$ cat src/rtl/amu_pkg.sv
package amu_pkg;
  localparam int CFG_DW  = 32;
  localparam int CFG_BEW = CFG_DW / 8;
  localparam int EN_WORD = 2;
  localparam int EN_LANE = 1;

  // Word index of the slot holding entry idx; gaps are reserved for neighbours.
  function automatic int slot_word(input int idx);
    if (idx < 4)      return 4 + idx;
    else if (idx < 6) return 10 + (idx - 4);
    else              return 14 + (idx - 6);
  endfunction
endpackage

$ cat src/rtl/amu_regs.sv
module amu_regs
  import amu_pkg::*;
#(
  parameter int N_ENT  = 8,
  parameter int ADDR_W = 24,
  parameter int CFG_AW = 6
) (
  input  logic                          clk,
  input  logic                          rst,
  input  logic                          cfg_wr,
  input  logic                          cfg_rd,
  input  logic [CFG_AW-1:0]             cfg_word,
  input  logic [CFG_BEW-1:0]            cfg_be,
  input  logic [CFG_DW-1:0]             cfg_wdata,
  output logic [CFG_DW-1:0]             cfg_rdata,
  output logic [N_ENT-1:0][ADDR_W-1:0]  addr_vec,
  output logic [N_ENT-1:0]              en_vec
);
  localparam int ADDR_BYTES = ADDR_W / 8;

  logic [N_ENT-1:0]             slot_hit;
  logic [N_ENT-1:0][ADDR_W-1:0] addr_q;
  logic [N_ENT-1:0]             en_q;
  logic                         en_sel;
  logic [CFG_DW-1:0]            rd_mux;
  logic                         unused_hi;

  assign unused_hi = ^{cfg_wdata[CFG_DW-1:ADDR_W], cfg_be[CFG_BEW-1:ADDR_BYTES]};
  assign en_sel    = (cfg_word == CFG_AW'(EN_WORD));

  generate
    for (genvar i = 0; i < N_ENT; i++) begin : g_ent
      assign slot_hit[i] = (cfg_word == CFG_AW'(slot_word(i)));

      always_ff @(posedge clk) begin
        if (rst) begin
          addr_q[i] <= '0;
        end else if (cfg_wr && slot_hit[i]) begin
          for (int b = 0; b < ADDR_BYTES; b++) begin
            if (cfg_be[b]) addr_q[i][b*8 +: 8] <= cfg_wdata[b*8 +: 8];
          end
        end
      end
    end
  endgenerate

  always_ff @(posedge clk) begin
    if (rst)                                en_q <= '0;
    else if (cfg_wr && en_sel && cfg_be[EN_LANE]) en_q <= cfg_wdata[EN_LANE*8 +: N_ENT];
  end

  always_comb begin
    rd_mux = '0;
    if (en_sel) rd_mux[EN_LANE*8 +: N_ENT] = en_q;
    for (int i = 0; i < N_ENT; i++) begin
      if (slot_hit[i]) rd_mux[ADDR_W-1:0] = addr_q[i];
    end
  end

  always_ff @(posedge clk) begin
    if (rst)         cfg_rdata <= '0;
    else if (cfg_rd) cfg_rdata <= rd_mux;
  end

  assign addr_vec = addr_q;
  assign en_vec   = en_q;

  // state cleared by reset
  assert_rst_clear_R2: assert property (@(posedge clk)
    ($past(rst) && !rst) |-> (en_q == '0 && addr_q == '0 && cfg_rdata == '0));

  // top byte of any read is zero
  assert_lane3_zero_R8: assert property (@(posedge clk) disable iff (rst)
    $past(cfg_rd) |-> (cfg_rdata[CFG_DW-1:ADDR_W] == '0));

  // enables change only through a write
  assert_en_hold_R3: assert property (@(posedge clk) disable iff (rst)
    !$past(cfg_wr) |-> $stable(en_q));
endmodule

$ cat src/rtl/amu_cmp.sv
module amu_cmp #(
  parameter int N_ENT  = 8,
  parameter int ADDR_W = 24
) (
  input  logic [ADDR_W-1:0]             ins_addr,
  input  logic [N_ENT-1:0][ADDR_W-1:0]  addr_vec,
  input  logic [N_ENT-1:0]              en_vec,
  output logic [N_ENT-1:0]              hit
);
  generate
    for (genvar i = 0; i < N_ENT; i++) begin : g_cmp
      assign hit[i] = en_vec[i] && (addr_vec[i] == ins_addr);
    end
  endgenerate
endmodule

$ cat src/rtl/amu_prio.sv
module amu_prio #(
  parameter int N_ENT = 8,
  parameter int IDX_W = $clog2(N_ENT)
) (
  input  logic [N_ENT-1:0] hit,
  output logic             any,
  output logic [IDX_W-1:0] idx
);
  always_comb begin
    idx = '0;
    for (int i = N_ENT - 1; i >= 0; i--) begin
      if (hit[i]) idx = IDX_W'(i);
    end
  end
  assign any = |hit;
endmodule

$ cat src/rtl/addr_match_irq.sv
module addr_match_irq
  import amu_pkg::*;
#(
  parameter int N_ENT  = 8,
  parameter int ADDR_W = 24,
  parameter int CFG_AW = 6,
  localparam int IDX_W = $clog2(N_ENT)
) (
  input  logic              clk,
  input  logic              rst,
  input  logic              cfg_wr,
  input  logic              cfg_rd,
  input  logic [CFG_AW-1:0] cfg_word,
  input  logic [3:0]        cfg_be,
  input  logic [31:0]       cfg_wdata,
  output logic [31:0]       cfg_rdata,
  input  logic              ins_start,
  input  logic [ADDR_W-1:0] ins_addr,
  output logic              irq_req,
  output logic [IDX_W-1:0]  irq_idx
);
  logic [N_ENT-1:0][ADDR_W-1:0] addr_vec;
  logic [N_ENT-1:0]             en_vec;
  logic [N_ENT-1:0]             hit;
  logic                         any_hit;
  logic [IDX_W-1:0]             win_idx;

  amu_regs #(.N_ENT(N_ENT), .ADDR_W(ADDR_W), .CFG_AW(CFG_AW)) u_regs (
    .clk(clk), .rst(rst), .cfg_wr(cfg_wr), .cfg_rd(cfg_rd), .cfg_word(cfg_word),
    .cfg_be(cfg_be), .cfg_wdata(cfg_wdata), .cfg_rdata(cfg_rdata),
    .addr_vec(addr_vec), .en_vec(en_vec)
  );

  amu_cmp #(.N_ENT(N_ENT), .ADDR_W(ADDR_W)) u_cmp (
    .ins_addr(ins_addr), .addr_vec(addr_vec), .en_vec(en_vec), .hit(hit)
  );

  amu_prio #(.N_ENT(N_ENT), .IDX_W(IDX_W)) u_prio (
    .hit(hit), .any(any_hit), .idx(win_idx)
  );

  always_ff @(posedge clk) begin
    if (rst) begin
      irq_req <= 1'b0;
      irq_idx <= '0;
    end else begin
      irq_req <= ins_start && any_hit;
      irq_idx <= (ins_start && any_hit) ? win_idx : '0;
    end
  end

  // Shadow copies of the state seen at the previous edge, for checking only.
  logic [N_ENT-1:0][ADDR_W-1:0] chk_addr_d;
  logic [N_ENT-1:0]             chk_en_d;
  logic [ADDR_W-1:0]            chk_ins_d;
  logic                         chk_lower;

  always_ff @(posedge clk) begin
    chk_addr_d <= addr_vec;
    chk_en_d   <= en_vec;
    chk_ins_d  <= ins_addr;
  end

  always_comb begin
    chk_lower = 1'b0;
    for (int j = 0; j < N_ENT; j++) begin
      if (j < int'(irq_idx) && chk_en_d[j] && chk_addr_d[j] == chk_ins_d) chk_lower = 1'b1;
    end
  end

  // a request always follows an instruction start
  assert_start_only_R5: assert property (@(posedge clk) disable iff (rst)
    irq_req |-> $past(ins_start));

  // the reported entry was enabled and held the start address
  assert_entry_match_R4: assert property (@(posedge clk) disable iff (rst)
    irq_req |-> (chk_en_d[irq_idx] && chk_addr_d[irq_idx] == chk_ins_d));

  // no lower-numbered enabled entry also matched
  assert_lowest_R6: assert property (@(posedge clk) disable iff (rst)
    irq_req |-> !chk_lower);
endmodule

$ cat config.mk
export PLATFORM = sky130hd
export DESIGN_NAME = addr_match_irq
export DESIGN_NICKNAME = d
export VERILOG_FILES = /design/src/rtl/amu_pkg.sv /design/src/rtl/amu_regs.sv /design/src/rtl/amu_cmp.sv /design/src/rtl/amu_prio.sv /design/src/rtl/addr_match_irq.sv
export SDC_FILE = /design/constraint.sdc
export NUM_CORES = 1
export LEC_CHECK = 0
export BUFFER_PORTS_ARGS = -buffer_cell sky130_fd_sc_hd__buf_2
export CORE_MARGIN = 2
export CORE_UTILIZATION = 60
export CTS_CLUSTER_DIAMETER = 200
export DETAILED_ROUTE_END_ITERATION = 6
export PLACE_DENSITY = 0.87
export SLEW_MARGIN = 0
export SYNTH_ARGS = -nofsm -noshare
export SYNTH_HDL_FRONTEND = slang
export SYNTH_SLANG_ARGS = --single-unit
$ cat constraint.sdc
create_clock -name clk -period 5.25 [get_ports clk]
set_input_delay 0.525 -clock clk [delete_from_list [all_inputs] [get_ports clk]]
set_output_delay 0.525 -clock clk [all_outputs]
set_load 0.02 [all_outputs]
==> out/results.ini, run 1 <==
[run_status]
status = completed

[route]
detail_route.wl_per_cell_um = 20.9
num_vias = 11400
routed_wl_mm = 37.6
drc_errors = 0
drtIter0Drc = 1601
first_pass_iters = 6
routed_via_density = 6.32
ant_nets = 0

[grt]
grt_max_degree = 86
grt.total_usage_pct = 35.4
grt_pass1_wl_mm = 55.8
antenna_found_initial = 0
grt_pass1_vias = 9989
grt_overflow_total = 0

[finish]
fin_nets = 1594
fillers = 1618
syn2layout_area_growth_pct = 8.08
layout-drive-gt1-share_pct = 8.85
regArea_mm2 = 0.00456
antenna_cells = 0
multiInputGateArea_mm2 = 0.00663
fin_area_mm2 = 0.0127

[place]
routabilityCongestion = 1.07
place_area_mm2 = 0.0120
io_buffer_count = 89
dp_hpwl_mm = 27.7

[sta]
tns_ns = 0
rsz0062_at_grt = no
fin_crit_sh_pct = 49.9
drv_slew = 0
holdWs_ns = 0.336
fin_skew_ns = 0.0158
setup_viol = 0
hold_viol = 0
max_freq_ghz = 0.382
period_minus_slack_ns = 2.62
worst_slew_pin_slew_ns = 1.21
relSlewSlack_pct = 19.6

[setup_path]
critPathTopFamily = simple AND/OR/NAND/NOR gates
start_kind = primary input
path_depth = 7
critical_path_peak_fanout = 24
critPathSlowestCell = and2_1
reg2reg_depth = 6
cpPeakStageDelay_ns = 0.91
endpoint_kind = flip-flop
crit_buf_inv = 1
required_ns = 5.66
arrival_ns = 3.03
crit_chain = buf_2, nor4b_4, and2_1, a22o_1, a2111oi_0, o31a_1, a2111oi_2
path_class = primary input to flip-flop

[clock_network]
cts_tree = done
ctsResizeCount = 0
hold_buffers = 0
clockBufferDepth = 3
numCtsBuffers = 23
clkSlewWorstSetupHoldPaths_ns = 0.06
clock_latency_ns = 0.52
h-tree-depth = 1
cts_sinks = 228
post_cts_buffers = 0
root_buffer = clkbuf_16

[yosys]
seq_area_frac_synth_pct = 38.8
avgSynthCellArea_um2 = 7.70
synth_fa_ha_area_share_pct = 0
synth_area_leaders = dfxtp_1 (39%), nand2_1 (14%), a21oi_1 (9.3%)
synth_top_family_by_area = simple AND/OR/NAND/NOR gates
synthXorXnorAreaFrac_pct = 14.3
synth.mux.area_fraction_pct = 0.426
netlist_area_mm2 = 0.0118
synthArstFlopShare_pct = 0
synth_seq_cells = 228
synth-edff-count = 0
synth_compound_area_share_pct = 17.1
synth_top_area_share_pct = 38.8
yosysUniqueCellTypes = 48
synthFlopType = dfxtp_1
yosysTopAreaCell = dfxtp_1
ys_warn_count = 0
yosys.area_share.simple_pct = 24.2
synth_cells = 1526

[die]
fp.dieW_um = 144
fp.coreArea_mm2 = 0.0193
die_h_um = 144
die_area_mm2 = 0.0207
io_pins = 107
start_util_pct = 60.8
num_rows = 51

[power_and_ir_drop]
peakVddDrop_v = 0.000149
total_leakage_power_nw = 4.27
cellPowerDensity_mw_per_mm2 = 282

[run]
cap_violations = 0

[hold_path]
hold_path.class = primary input to flip-flop
min_delay_path_depth = 3

[through the flow]
stage | utilization, % | power, mW | instances | worst slack, ns
2_1_floorplan | - | 1.98 | 1533 | 3.14
3_3_place_gp | 62.1 | 2.06 | 1763 | 2.22
3_5_place_dp | 62.1 | 2.06 | 1763 | 2.20
4_1_cts | 65.7 | 3.57 | 1802 | 2.72
5_1_grt | 65.7 | 3.66 | 1802 | 2.50
6_report | 65.7 | 3.58 | 1802 | 2.63
[cells by family after synthesis]
logic type             count (synthesis)
AO/OA/AOI/OAI                        329
AND/OR/NAND/NOR                      642
flip-flops                           228
buffers and inverters                129
multiplexers                           5
XOR/XNOR                             192
other                                  1
[area by class of cell]
cell class,count,share of cell area (%)
multi-input cells,1176,52.2
flip-flops and latches,228,35.9
clock buffers,33,5.14
repair buffers,94,3.85
well taps,265,2.61
clock inverters,6,0.236
[report_power, final]
group / internal (mW) / switching (mW) / leakage [nW]
logic: 0.0834 / 0.210 / 2.09
clock network: 0.859 / 0.685 / 0.343
registers: 1.74 / 0.00519 / 1.84
[sequential cells by signal, summed over array words and instances, names as in the netlist]
name / count
u_regs.addr_vec: 192
irq_req: 1
irq_idx: 3
u_regs.en_vec: 8
u_regs.cfg_rdata: 24
[worst paths after layout]
path	slack, ns	start	end
max reg2reg	3.04	u_regs.addr_vec[171]$_SDFFE_PP0P_	irq_idx[2]$_SDFF_PP0_
max	2.63	cfg_word[3]	u_regs.cfg_rdata[11]$_SDFFE_PP0P_
min reg2reg	0.47	u_regs.cfg_rdata[21]$_SDFFE_PP0P_	u_regs.cfg_rdata[21]$_SDFFE_PP0P_
min	0.34	cfg_wdata[2]	u_regs.addr_vec[170]$_SDFFE_PP0P_
[metal layers]
layer | share of wire, % | GRT usage (%)
met1 | 38 | 48.6
met2 | 42 | 51.7
met3 | 14 | 7.40
met4 | 6.2 | 19.6
met5 | 0 | 0
[synthesized netlist by cell type (3+ instances only)]
cell type / instances
nand2_1: 424
dfxtp_1: 228
a21oi_1: 219
xnor2_1: 115
xor2_1: 77
clkbuf_1: 71
nand3_1: 53
buf_2: 44
a22oi_1: 37
and2_1: 35
nand4_1: 33
nor2_1: 32
a221oi_1: 21
nor4_1: 21
o221ai_1: 21
nand2b_1: 18
buf_4: 11
nor3_1: 8
mux2i_1: 5
a2111oi_0: 4
and3_1: 4
a211oi_1: 3
a22o_1: 3
a31oi_1: 3
and2b_1: 3
o21ai_0: 3
[tightest hold or removal path, cell delays in order]
cell and delay [ns]:
buf_2 0.16, nand2_1 0.07, a21oi_1 0.05
[layout by cell type (no fill, tap or decap), types with 3 or more instances in the layout]
master | synthesis | routed
buf_2 | 44 | 88
conb_1 | 1 | 8
nand2b_1 | 18 | 18
a221oi_1 | 21 | 21
a22oi_1 | 37 | 37
o221ai_1 | 21 | 21
buf_4 | 11 | 5
xor2_1 | 77 | 77
and2_1 | 35 | 34
nand3_1 | 53 | 53
a21oi_1 | 219 | 219
and2b_1 | 3 | 3
clkbuf_8 | 0 | 4
a2111oi_0 | 4 | 4
nand2_1 | 424 | 424
a22o_1 | 3 | 3
a31oi_1 | 3 | 3
clkinv_2 | 0 | 6
nor2_1 | 32 | 32
mux2i_1 | 5 | 5
a211oi_1 | 3 | 3
dfxtp_1 | 228 | 228
nor3_1 | 8 | 8
and3_1 | 4 | 4
clkbuf_1 | 71 | 6
xnor2_1 | 115 | 115
clkbuf_16 | 0 | 23
o21ai_0 | 3 | 3
nor4_1 | 21 | 21
nand4_1 | 33 | 33
Note: power is estimated with default switching activity, not from simulation.
==> inputs of run 2 (changes only) <==
--- a/config.mk
+++ b/config.mk
@@ -5,6 +5,7 @@
 export SDC_FILE = /design/constraint.sdc
 export NUM_CORES = 1
 export LEC_CHECK = 0
+export ABC_AREA = 1
 export BUFFER_PORTS_ARGS = -buffer_cell sky130_fd_sc_hd__buf_2
 export CORE_MARGIN = 2
 export CORE_UTILIZATION = 60
==> constraint.sdc (replaced) <==
create_clock -name clk -period 2.7 [get_ports clk]
set_input_delay 0.27 -clock clk [delete_from_list [all_inputs] [get_ports clk]]
set_output_delay 0.27 -clock clk [all_outputs]
set_load 0.02 [all_outputs]
==> run 2 against run 1 <==
Against the previous run: critical path depth did not move; register-to-register slack got worse by 2.5 ns; global-route usage rose by 5.1 points; non-clock buffer count is 13 higher; sequential cell count unchanged; clock power up 120%; cell area up 8.3%; critical path type is now flip-flop to flip-flop; highest routed layer unchanged.
==> out/results.ini, run 2 <==
[run_status]
status = completed

[yosys]
avgSynthCellArea_um2 = 6.42
yosysUniqueCellTypes = 31
synth_top_area_share_pct = 36.3
ys_warn_count = 0
synth_seq_cells = 228
seq_area_frac_synth_pct = 36.3
yosys-top-cells-count = nand2_1 (479), o21ai_0 (255), inv_1 (249), dfxtp_1 (228), a21oi_1 (226)
synthFlopType = dfxtp_1
yosysMostFrequentCell = nand2_1
yosysTopAreaCell = dfxtp_1
synth-edff-count = 0
synthArstFlopShare_pct = 0
synth_area_leaders = dfxtp_1 (36%), nand2_1 (14%), o21ai_0 (10%)
synth_cells = 1960
netlist_area_mm2 = 0.0126

[place]
place_ws_ns = 0.501
place_inst = 2239
io_buffer_count = 89
routabilityCongestion = 1.04
dp_hpwl_mm = 34.1

[clock_network]
root_buffer = clkbuf_16
cts_sinks = 228
h-tree-depth = 1
clockBufferDepth = 3
numCtsBuffers = 25
clock_latency_ns = 0.54
post_cts_buffers = 0
clkSlewWorstSetupHoldPaths_ns = 0.06
cts_tree = done
hold_buffers = 0
ctsResizeCount = 0

[setup_path]
required_ns = 3.10
crit_start = u_regs.addr_vec[124]$_SDFFE_PP0P_
crit_chain = xnor2_1, nand3_1, nor3_1, nand2_1, nand2_1, o21ai_0, nor3_1
critPathTopFamily = simple AND/OR/NAND/NOR gates
crit_buf_inv = 0
start_kind = flip-flop
endpoint_kind = flip-flop
regToRegStartpoint = u_regs.addr_vec[124]$_SDFFE_PP0P_
cpPeakStageDelay_ns = 0.41
arrival_ns = 2.51
path_class = flip-flop to flip-flop
critPathSlowestCell = nor3_1
reg2reg_setup_slack_ns = 0.59
critical_path_peak_fanout = 3

[finish]
fillers = 1869
final_cell_mix = nand2_1 (479), o21ai_0 (255), inv_1 (248)
largest_reg_flops = 192
layout_commonest_cell = nand2_1
regArea_mm2 = 0.00456
multiInputGateArea_mm2 = 0.00651
fin_cells = 2285
syn2layout_area_growth_pct = 9.32
fin_nets = 2067
antenna_cells = 0
layout-drive-gt1-share_pct = 8.83

[sta]
rsz0062_at_grt = no
hold_viol = 0
setup_viol = 0
relSlewSlack_pct = 57.3
worst_slew_pin_slew_ns = 0.638
period_minus_slack_ns = 2.11
fin_skew_ns = 0.0138
fin_crit_sh_pct = 78.2
layout_setup_ws_ns = 0.588
drv_slew = 0
max_freq_ghz = 0.474
tns_ns = 0

[hold_path]
hold_start = cfg_wdata[12]
hold_path.class = primary input to flip-flop

[die]
fp.coreArea_mm2 = 0.0204
fp.dieW_um = 149
start_util_pct = 61.6
num_rows = 52
die_area_mm2 = 0.0221
die_h_um = 149
io_pins = 107

[route]
routed_via_density = 5.99
num_vias = 13700
routed_wl_mm = 45.8
detail_route.wl_per_cell_um = 20.0
drtIter0Drc = 2253
ant_nets = 0
first_pass_iters = 6
drc_errors = 0

[power_and_ir_drop]
cellPowerDensity_mw_per_mm2 = 538
total_leakage_power_nw = 5.51
peakVddDrop_v = 0.000449
power.total_mw = 7.40

[grt]
antenna_found_initial = 0
grt_max_degree = 94
grt_overflow_total = 0
grt_pass1_vias = 12000
grt.total_usage_pct = 40.4
grt_pass1_wl_mm = 68.4

[run]
cap_violations = 0

run 2: final cells by class:
| type | count | share of cell area (%) |
|---|---|---|
| multi-input cells | 1378 | 47.4 |
| clock buffers | 36 | 5.21 |
| well taps | 270 | 2.46 |
| inverters | 256 | 7.03 |
| flip-flops and latches | 228 | 33.2 |
| clock inverters | 10 | 0.437 |
| repair buffers | 107 | 4.31 |
run 2: cell families (layout without fill, tap and decap cells):
logic type,after synthesis,count (layout),share of synthesized area [%]
AND/OR/NAND/NOR,782,782,26.3
flip-flops,228,228,36.3
XOR/XNOR,41,41,2.86
AO/OA/AOI/OAI,547,547,22.4
buffers and inverters,361,409,12.1
other,1,8,0.0298
run 2: worst paths after layout:
check / end / cells past startpoint
hold / removal: u_regs.addr_vec[156]$_SDFFE_PP0P_ / 3
hold reg to reg: u_regs.cfg_rdata[21]$_SDFFE_PP0P_ / 2
setup / recovery: irq_idx[2]$_SDFF_PP0_ / 7
setup reg to reg: irq_idx[2]$_SDFF_PP0_ / 7
run 2: through the flow:
stage / cell area, um2 / hold WS, ns / utilization, %
after floorplan: 12600 / 0.434 / -
after global placement: 13000 / 0.451 / 63.5
after detailed placement: 13000 / 0.454 / 63.5
after CTS: 13700 / 0.0534 / 67.3
after global routing: 13700 / 0.0712 / 67.3
final: 13700 / 0.0634 / 67.3
run 2: power by group:
| part | switching [mW] | leakage [nW] | total, mW | internal, mW |
|---|---|---|---|---|
| Clock | 1.47 | 0.387 | 3.32 | 1.85 |
| Sequential | 0.0113 | 1.84 | 3.39 | 3.38 |
| Combinational | 0.511 | 3.28 | 0.689 | 0.178 |
| Total | 1.99 | 5.51 | 7.40 | 5.41 |
run 2: routing by layer:
layer	GRT usage, %	routed length (um)	share of wire [%]	vias to the layer above
met5	0	0	0	-
met4	19.4	3160	6.9	0
met3	8.69	6050	13	229
met2	62.5	19400	42	1003
met1	54.0	17200	38	6085
li1	-	-	-	6369
run 2: tightest hold or removal path, stage by stage:
cell and delay [ns]:
buf_2 0.14, nand3_1 0.08, a21oi_1 0.06
